$ cat config.mk
export PLATFORM = sky130hd
export DESIGN_NAME = sdcmd_engine
export DESIGN_NICKNAME = d
export VERILOG_FILES = /design/src/rtl/sdcmd_pkg.sv /design/src/rtl/sdcmd_tx.sv /design/src/rtl/sdcmd_rx.sv /design/src/rtl/sdcmd_flags.sv /design/src/rtl/sdcmd_engine.sv
export SDC_FILE = /design/constraint.sdc
export NUM_CORES = 1
export LEC_CHECK = 0
export BUFFER_PORTS_ARGS = -buffer_cell sky130_fd_sc_hd__buf_2
export CORE_MARGIN = 8
export CORE_UTILIZATION = 30
export CTS_BUF_LIST = sky130_fd_sc_hd__clkbuf_8
export DETAILED_ROUTE_END_ITERATION = 16
export PLACE_DENSITY = 0.58
export SYNTH_ARGS = -nofsm -noshare
export SYNTH_HDL_FRONTEND = slang
export SYNTH_HIERARCHICAL = 1
export SYNTH_SLANG_ARGS = --single-unit
export TNS_END_PERCENT = 20
$ cat constraint.sdc
create_clock -name clk -period 6.7 [get_ports clk]
set_clock_uncertainty 0.1 [all_clocks]
set_input_delay 1.005 -clock clk [delete_from_list [all_inputs] [get_ports clk]]
set_output_delay 1.005 -clock clk [all_outputs]
set_load 0.05 [all_outputs]
$ cat src/rtl/sdcmd_pkg.sv
package sdcmd_pkg;
  localparam int FRAME_W    = 48;
  localparam int STAT_W     = 16;
  localparam int F_CRCBAD   = 0;
  localparam int F_TMO      = 2;
  localparam int F_RSPOK    = 6;
  localparam int F_SENT     = 7;
  localparam int F_BUSY     = 13;
  localparam int CMD_EN_BIT = 12;
  localparam int KIND_LO    = 8;

  typedef enum logic [1:0] {
    RSP_NONE      = 2'b00,
    RSP_SHORT_CRC = 2'b01,
    RSP_SHORT_RAW = 2'b10,
    RSP_LONG      = 2'b11
  } rsp_kind_e;

  typedef enum logic [1:0] {ST_IDLE, ST_SEND, ST_RESP} eng_state_e;

  // CRC7, polynomial x^7 + x^3 + 1, zero seed, MSB first
  function automatic logic [6:0] crc7_40(input logic [39:0] bits);
    logic [6:0] r;
    logic fb;
    r = '0;
    for (int i = 39; i >= 0; i--) begin
      fb = bits[i] ^ r[6];
      r  = {r[5:0], 1'b0};
      if (fb) r = r ^ 7'h09;
    end
    return r;
  endfunction
endpackage

$ cat src/rtl/sdcmd_tx.sv
module sdcmd_tx
  import sdcmd_pkg::*;
#(
  parameter int FW = FRAME_W
) (
  input  logic          clk,
  input  logic          rst_n,
  input  logic          load,
  input  logic [FW-1:0] frame,
  input  logic          launch,
  output logic          line_out,
  output logic          line_oe,
  output logic          fin
);
  localparam int CW = $clog2(FW + 1);

  logic [FW-1:0] sh;
  logic [CW-1:0] cnt;
  logic          active;

  assign fin = active && launch && (cnt == CW'(FW));

  always_ff @(posedge clk or negedge rst_n) begin
    if (!rst_n) begin
      sh       <= '0;
      cnt      <= '0;
      active   <= 1'b0;
      line_out <= 1'b1;
      line_oe  <= 1'b0;
    end else if (load) begin
      sh     <= frame;
      cnt    <= '0;
      active <= 1'b1;
    end else if (active && launch) begin
      if (fin) begin
        active   <= 1'b0;
        line_oe  <= 1'b0;
        line_out <= 1'b1;
      end else begin
        line_oe  <= 1'b1;
        line_out <= sh[FW-1];
        sh       <= {sh[FW-2:0], 1'b0};
        cnt      <= cnt + 1'b1;
      end
    end
  end

  // the first driven bit is the start bit
  p_start_bit_low_r3: assert property (@(posedge clk) disable iff (!rst_n)
    $rose(line_oe) |-> !line_out);
  // the line is released high
  p_release_high_r3: assert property (@(posedge clk) disable iff (!rst_n)
    $fell(line_oe) |-> line_out);
endmodule

$ cat src/rtl/sdcmd_rx.sv
module sdcmd_rx
  import sdcmd_pkg::*;
#(
  parameter int TMO_CLKS = 64,
  parameter int WORD_W   = 32,
  parameter int NWORDS   = 4
) (
  input  logic                     clk,
  input  logic                     rst_n,
  input  logic                     arm,
  input  logic                     long_rsp,
  input  logic                     sample,
  input  logic                     line_in,
  output logic                     fin,
  output logic                     tmo,
  output logic                     crc_ok,
  output logic [NWORDS*WORD_W-1:0] words
);
  localparam int KEEP    = NWORDS * WORD_W;
  localparam int SHORT_N = FRAME_W;
  localparam int LONG_N  = KEEP + 8;
  localparam int RCW     = $clog2(LONG_N);
  localparam int TCW     = $clog2(TMO_CLKS + 1);

  logic            waiting, receiving, long_q;
  logic [RCW-1:0]  rcnt, last;
  logic [TCW-1:0]  wcnt;
  logic [KEEP-1:0] sh, sh_nxt;

  assign sh_nxt = {sh[KEEP-2:0], line_in};
  assign last   = long_q ? RCW'(LONG_N - 2) : RCW'(SHORT_N - 2);
  assign fin    = receiving && sample && (rcnt == last);
  assign tmo    = waiting && sample && line_in && (wcnt == TCW'(TMO_CLKS - 1));
  assign crc_ok = (crc7_40({1'b0, sh_nxt[SHORT_N-2:8]}) == sh_nxt[7:1]);

  always_ff @(posedge clk or negedge rst_n) begin
    if (!rst_n) begin
      waiting   <= 1'b0;
      receiving <= 1'b0;
      long_q    <= 1'b0;
      rcnt      <= '0;
      wcnt      <= '0;
      sh        <= '0;
      words     <= '0;
    end else if (arm) begin
      waiting   <= 1'b1;
      receiving <= 1'b0;
      wcnt      <= '0;
      long_q    <= long_rsp;
    end else if (waiting && sample) begin
      if (!line_in) begin
        waiting   <= 1'b0;
        receiving <= 1'b1;
        rcnt      <= '0;
      end else if (tmo) begin
        waiting <= 1'b0;
      end else begin
        wcnt <= wcnt + 1'b1;
      end
    end else if (receiving && sample) begin
      sh   <= sh_nxt;
      rcnt <= rcnt + 1'b1;
      if (fin) begin
        receiving <= 1'b0;
        words <= long_q ? sh_nxt : {sh_nxt[39:8], {(KEEP-WORD_W){1'b0}}};
      end
    end
  end

  // the wait counter never passes the timeout window
  p_wait_bound_r7: assert property (@(posedge clk) disable iff (!rst_n)
    waiting |-> (wcnt < TCW'(TMO_CLKS)));
  // waiting for the start bit and collecting bits are exclusive
  p_phase_excl_r6: assert property (@(posedge clk) disable iff (!rst_n)
    !(waiting && receiving));
  // the words hold through a timeout
  p_words_hold_r7: assert property (@(posedge clk) disable iff (!rst_n)
    tmo |=> $stable(words));
endmodule

$ cat src/rtl/sdcmd_flags.sv
module sdcmd_flags #(
  parameter int W = 16
) (
  input  logic         clk,
  input  logic         rst_n,
  input  logic [W-1:0] set_v,
  input  logic         clr_en,
  input  logic [W-1:0] clr_v,
  output logic [W-1:0] q
);
  logic [W-1:0] clr_eff;
  assign clr_eff = clr_en ? clr_v : '0;

  always_ff @(posedge clk or negedge rst_n) begin
    if (!rst_n) q <= '0;
    else        q <= (q & ~clr_eff) | set_v;
  end

  for (genvar i = 0; i < W; i++) begin : g_chk
    // a clear without a simultaneous set empties the flag
    p_w1c_r11: assert property (@(posedge clk) disable iff (!rst_n)
      (clr_en && clr_v[i] && !set_v[i]) |=> !q[i]);
    // a set wins over a clear
    p_set_wins_r11: assert property (@(posedge clk) disable iff (!rst_n)
      set_v[i] |=> q[i]);
  end
endmodule

$ cat src/rtl/sdcmd_engine.sv
module sdcmd_engine
  import sdcmd_pkg::*;
#(
  parameter int TMO_CLKS = 64
) (
  input  logic        clk,
  input  logic        rst_n,
  input  logic        req_valid,
  output logic        req_ready,
  input  logic [31:0] req_arg,
  input  logic [15:0] req_cmd,
  input  logic        clr_en,
  input  logic [15:0] clr_mask,
  input  logic        launch,
  input  logic        sample,
  input  logic        cmd_in,
  output logic        cmd_out,
  output logic        cmd_oe,
  output logic [15:0] status,
  output logic [31:0] resp_w0,
  output logic [31:0] resp_w1,
  output logic [31:0] resp_w2,
  output logic [31:0] resp_w3
);
  eng_state_e       st;
  rsp_kind_e        kind_q;
  logic             go, tx_fin, rx_fin, rx_tmo, rx_crc_ok, arm;
  logic [FRAME_W-1:0] frame;
  logic [STAT_W-1:0]  set_v, flag_q;
  logic [127:0]       words;
  logic               unused_cmd_bits;

  assign unused_cmd_bits = ^{req_cmd[15:13], req_cmd[11:10], req_cmd[7:6]};
  assign req_ready = (st == ST_IDLE);
  assign go        = req_valid && req_ready && req_cmd[CMD_EN_BIT];
  assign frame     = {2'b01, req_cmd[5:0], req_arg,
                      crc7_40({2'b01, req_cmd[5:0], req_arg}), 1'b1};
  assign arm       = (st == ST_SEND) && tx_fin && (kind_q != RSP_NONE);

  always_ff @(posedge clk or negedge rst_n) begin
    if (!rst_n) begin
      st     <= ST_IDLE;
      kind_q <= RSP_NONE;
    end else begin
      case (st)
        ST_IDLE: if (go) begin
          st     <= ST_SEND;
          kind_q <= rsp_kind_e'(req_cmd[KIND_LO+1:KIND_LO]);
        end
        ST_SEND: if (tx_fin) st <= (kind_q == RSP_NONE) ? ST_IDLE : ST_RESP;
        ST_RESP: if (rx_fin || rx_tmo) st <= ST_IDLE;
        default: st <= ST_IDLE;
      endcase
    end
  end

  always_comb begin
    set_v           = '0;
    set_v[F_SENT]   = (st == ST_SEND) && tx_fin && (kind_q == RSP_NONE);
    set_v[F_TMO]    = (st == ST_RESP) && rx_tmo;
    set_v[F_RSPOK]  = (st == ST_RESP) && rx_fin &&
                      ((kind_q != RSP_SHORT_CRC) || rx_crc_ok);
    set_v[F_CRCBAD] = (st == ST_RESP) && rx_fin &&
                      (kind_q == RSP_SHORT_CRC) && !rx_crc_ok;
  end

  sdcmd_tx #(.FW(FRAME_W)) u_tx (
    .clk(clk), .rst_n(rst_n), .load(go), .frame(frame), .launch(launch),
    .line_out(cmd_out), .line_oe(cmd_oe), .fin(tx_fin)
  );

  sdcmd_rx #(.TMO_CLKS(TMO_CLKS), .WORD_W(32), .NWORDS(4)) u_rx (
    .clk(clk), .rst_n(rst_n), .arm(arm), .long_rsp(kind_q == RSP_LONG),
    .sample(sample), .line_in(cmd_in), .fin(rx_fin), .tmo(rx_tmo),
    .crc_ok(rx_crc_ok), .words(words)
  );

  sdcmd_flags #(.W(STAT_W)) u_flags (
    .clk(clk), .rst_n(rst_n), .set_v(set_v), .clr_en(clr_en),
    .clr_v(clr_mask), .q(flag_q)
  );

  always_comb begin
    status         = flag_q;
    status[F_BUSY] = (st != ST_IDLE);
  end

  assign resp_w0 = words[127:96];
  assign resp_w1 = words[95:64];
  assign resp_w2 = words[63:32];
  assign resp_w3 = words[31:0];

  // the line is driven only while a frame is being sent
  p_drive_in_send_r3: assert property (@(posedge clk) disable iff (!rst_n)
    cmd_oe |-> (st == ST_SEND));
  // a start makes the engine busy on the next cycle
  p_busy_after_start_r4: assert property (@(posedge clk) disable iff (!rst_n)
    go |=> status[F_BUSY]);
  // a command ends with at most one outcome flag
  p_one_outcome_r9: assert property (@(posedge clk) disable iff (!rst_n)
    $onehot0({set_v[F_SENT], set_v[F_TMO], set_v[F_RSPOK], set_v[F_CRCBAD]}));
  // a timeout and a full response never coincide
  p_tmo_excl_r7: assert property (@(posedge clk) disable iff (!rst_n)
    !(rx_fin && rx_tmo));
endmodule

==> results by group <==
Power and ir drop
  • Sw Share: 0.289
  • Switching power: 1.63 mW
  • Worst VDD drop: 122 µV
  • Static Leak: 9.33 nW
  • Internal power: 4.02 mW
  • Gate power share: 0.180
  • Seq pwr share: 0.427
  • Clock Power Share: 0.394
  • Pwr dens: 280 nW/µm²

Worst setup path
  • CP max stage cell: nor2_1
  • Family with the most delay on the worst path: simple AND/OR/NAND/NOR gates
  • CP Data Arrival Time: 4.34 ns
  • Kind of critical path: reg2reg
  • Crit-path cells: inv_1 -> ha_1 -> buf_4 -> and2_1 -> nand2_1 -> nor2_1 -> nand3b_1 -> nor2_1 -> a21oi_1 -> nand2_4 -> buf_12 -> o21ai_0
  • Max incr delay on CP: 0.50 ns
  • Startpoint Class: register
  • CP Max Fanout: 256
  • Crit path buf inv count: 3
  • Reg2Reg Depth: 12
  • CP endpoint kind: register
  • Cell mode on critical path: nor2_1
  • CP Depth: 12
  • Data required, critical path: 7.01 ns

Route
  • DRT iter0 DRCs: 857
  • Via count: 12300
  • DRC viols: 0
  • Drt first pass iters: 5
  • Post-DRT Antenna Nets: 0
  • Via density: 4.78
  • Routed WL: 43.2 mm
  • Routed WL per cell: 16.9 µm

Placement
  • Post-DP HPWL: 27.6 mm
  • Routability cong.: 0.807
  • PortBufs: 209
  • Placed cells: 2444
  • Pre-CTS setup slack: 2.44 ns

Die
  • Starting Density: 0.302
  • # IOs: 218
  • Die area: 64600 µm²
  • Rows: 87
  • Core ar.: 56300 µm²
  • Die width: 254 µm
  • DIE HEIGHT: 254 µm

STA
  • Final worst slack: 2.68 ns
  • Setup TNS: 0 ns
  • Worst-Margin Slew: 1.15 ns
  • Slew Limit Fails: 0
  • RSZ-0062 raised after global routing: false
  • Relative slew slack: 0.233
  • Period minus WS final: 4.02 ns
  • Final period util: 0.601
  • Endpoints failing setup: 0
  • Final hold violation count: 0
  • Fmax: 248 MHz

CTS
  • Clock Path Buffers: 3
  • Setup bufs post-CTS: 0
  • Worst-Skew Late Latency: 0.63 ns
  • CTS H-tree depth: 3
  • Post-CTS resize count: 0
  • TritonCTS buffer count: 66
  • CTS Hold Bufs: 0
  • Clock-pin slew on the worst setup and hold paths: 0.06 ns
  • Root Buffer: clkbuf_8
  • CTS tree: done
  • CTS sink cnt: 349

Layout
  • Layout cells sized above 1: 0.264
  • Post-route insts no fill: 2564
  • Synth-to-layout area growth: 18.5%
  • Post-layout nets: 1832

GRT
  • Largest net degree at the start of global routing: 257
  • Overall routing resource usage: 0.132
  • Grt ovf: 0
  • Initial antenna violation count: 1
  • Number of global-route vias before repair: 12300
  • First-pass GRT wire length: 69.4 mm

Worst hold path
  • Worst hold path class: in2async

Job
  • Total of max-cap violations: 0

Outcome
  • Status: finished, final reports clean

Logic synthesis
  • Netlist Area Pre-Place: 17000 µm²
  • Post-Synthesis Cells: 1568
  • Yosys warning count: 6
  • Avg Inst Size Synth: 10.9 µm²
## layer usage
layer | vias to the layer above | wire length (µm) | GRT usage
met5 | - | 0 | 0
met4 | 0 | 919 | 0.0464
met3 | 70 | 2100 | 0.0302
met2 | 239 | 21000 | 0.214
met1 | 6112 | 19300 | 0.173
li1 | 5843 | - | -
## cell type report
| class | instances | area (µm²) |
|---|---|---|
| flip-flops and latches | 349 | 8740 |
| multi-input cells | 1108 | 7830 |
| inverters | 7 | 26.3 |
| clock inverters | 38 | 324 |
| diodes | 2 | 5.00 |
| repair buffers | 224 | 1210 |
| clock buffers | 80 | 1100 |
| well taps | 756 | 946 |
| fillers | 5651 | 36100 |
## worst register-to-register path, stage by stage (launching register included)
cell      delay, ns
dfrtp_1        0.41
inv_1          0.09
ha_1           0.14
buf_4          0.48
and2_1         0.24
nand2_1        0.16
nor2_1         0.24
nand3b_1       0.14
nor2_1         0.50
a21oi_1        0.16
nand2_4        0.12
buf_12         0.50
o21ai_0        0.56
## power by group through the flow
stage	Combinational (mW)	Sequential (mW)	Clock [mW]
2_1_floorplan	0.778	2.44	0
3_3_place_gp	1.01	2.44	0
3_5_place_dp	1.02	2.44	0
4_1_cts	1.02	2.41	2.33
5_1_grt	1.11	2.44	2.42
6_report	1.02	2.41	2.23
## stage by stage
step,instance area (µm²),total power [mW],util,hold slack (ns)
floorplan,17100,3.21,-,0.380
global placement,18700,3.44,0.333,0.357
detailed placement,18700,3.46,0.333,0.362
CTS,20200,5.76,0.358,0.258
global route,20200,5.97,0.358,0.273
finish,20200,5.66,0.359,0.237
## state kept, by name (all words and copies together), names as in the netlist
name,count
kind_q,2
st,2
u_flags/q,15
u_rx/long_q,1
u_rx/rcnt,8
u_rx/receiving,1
u_rx/sh,127
u_rx/waiting,1
u_rx/wcnt,7
u_rx/words,128
u_tx/active,1
u_tx/cnt,6
u_tx/line_oe,1
u_tx/line_out,1
u_tx/sh,48
## layout by cell type, fill, tap and decap left out, drive strengths merged, types with 16 or more instances in the layout
cell type	instances
inv	30
nand2b	52
clkbuf	80
mux2i	36
mux2	133
buf	224
xnor2	67
a21o	16
xnor3	32
a21oi	59
o21ai	136
o31a	47
nor2	26
o2bb2ai	47
nand3	101
dfrtp	348
xor2	28
nand2	264
## final timing paths
kind	from	end	slack (ns)
setup / recovery	u_tx/cnt[0]	u_rx/words[98]	2.68
hold / removal	rst_n	u_rx/words[89]	0.24
setup reg to reg	u_tx/cnt[0]	u_rx/words[98]	2.68
hold reg to reg	u_flags/q[7]	u_flags/q[7]	0.37
max in group asynchronous	rst_n	u_rx/long_q	4.82
min in group clk	u_flags/q[7]	u_flags/q[7]	0.37
Note: power is estimated with default switching activity, not from simulation.
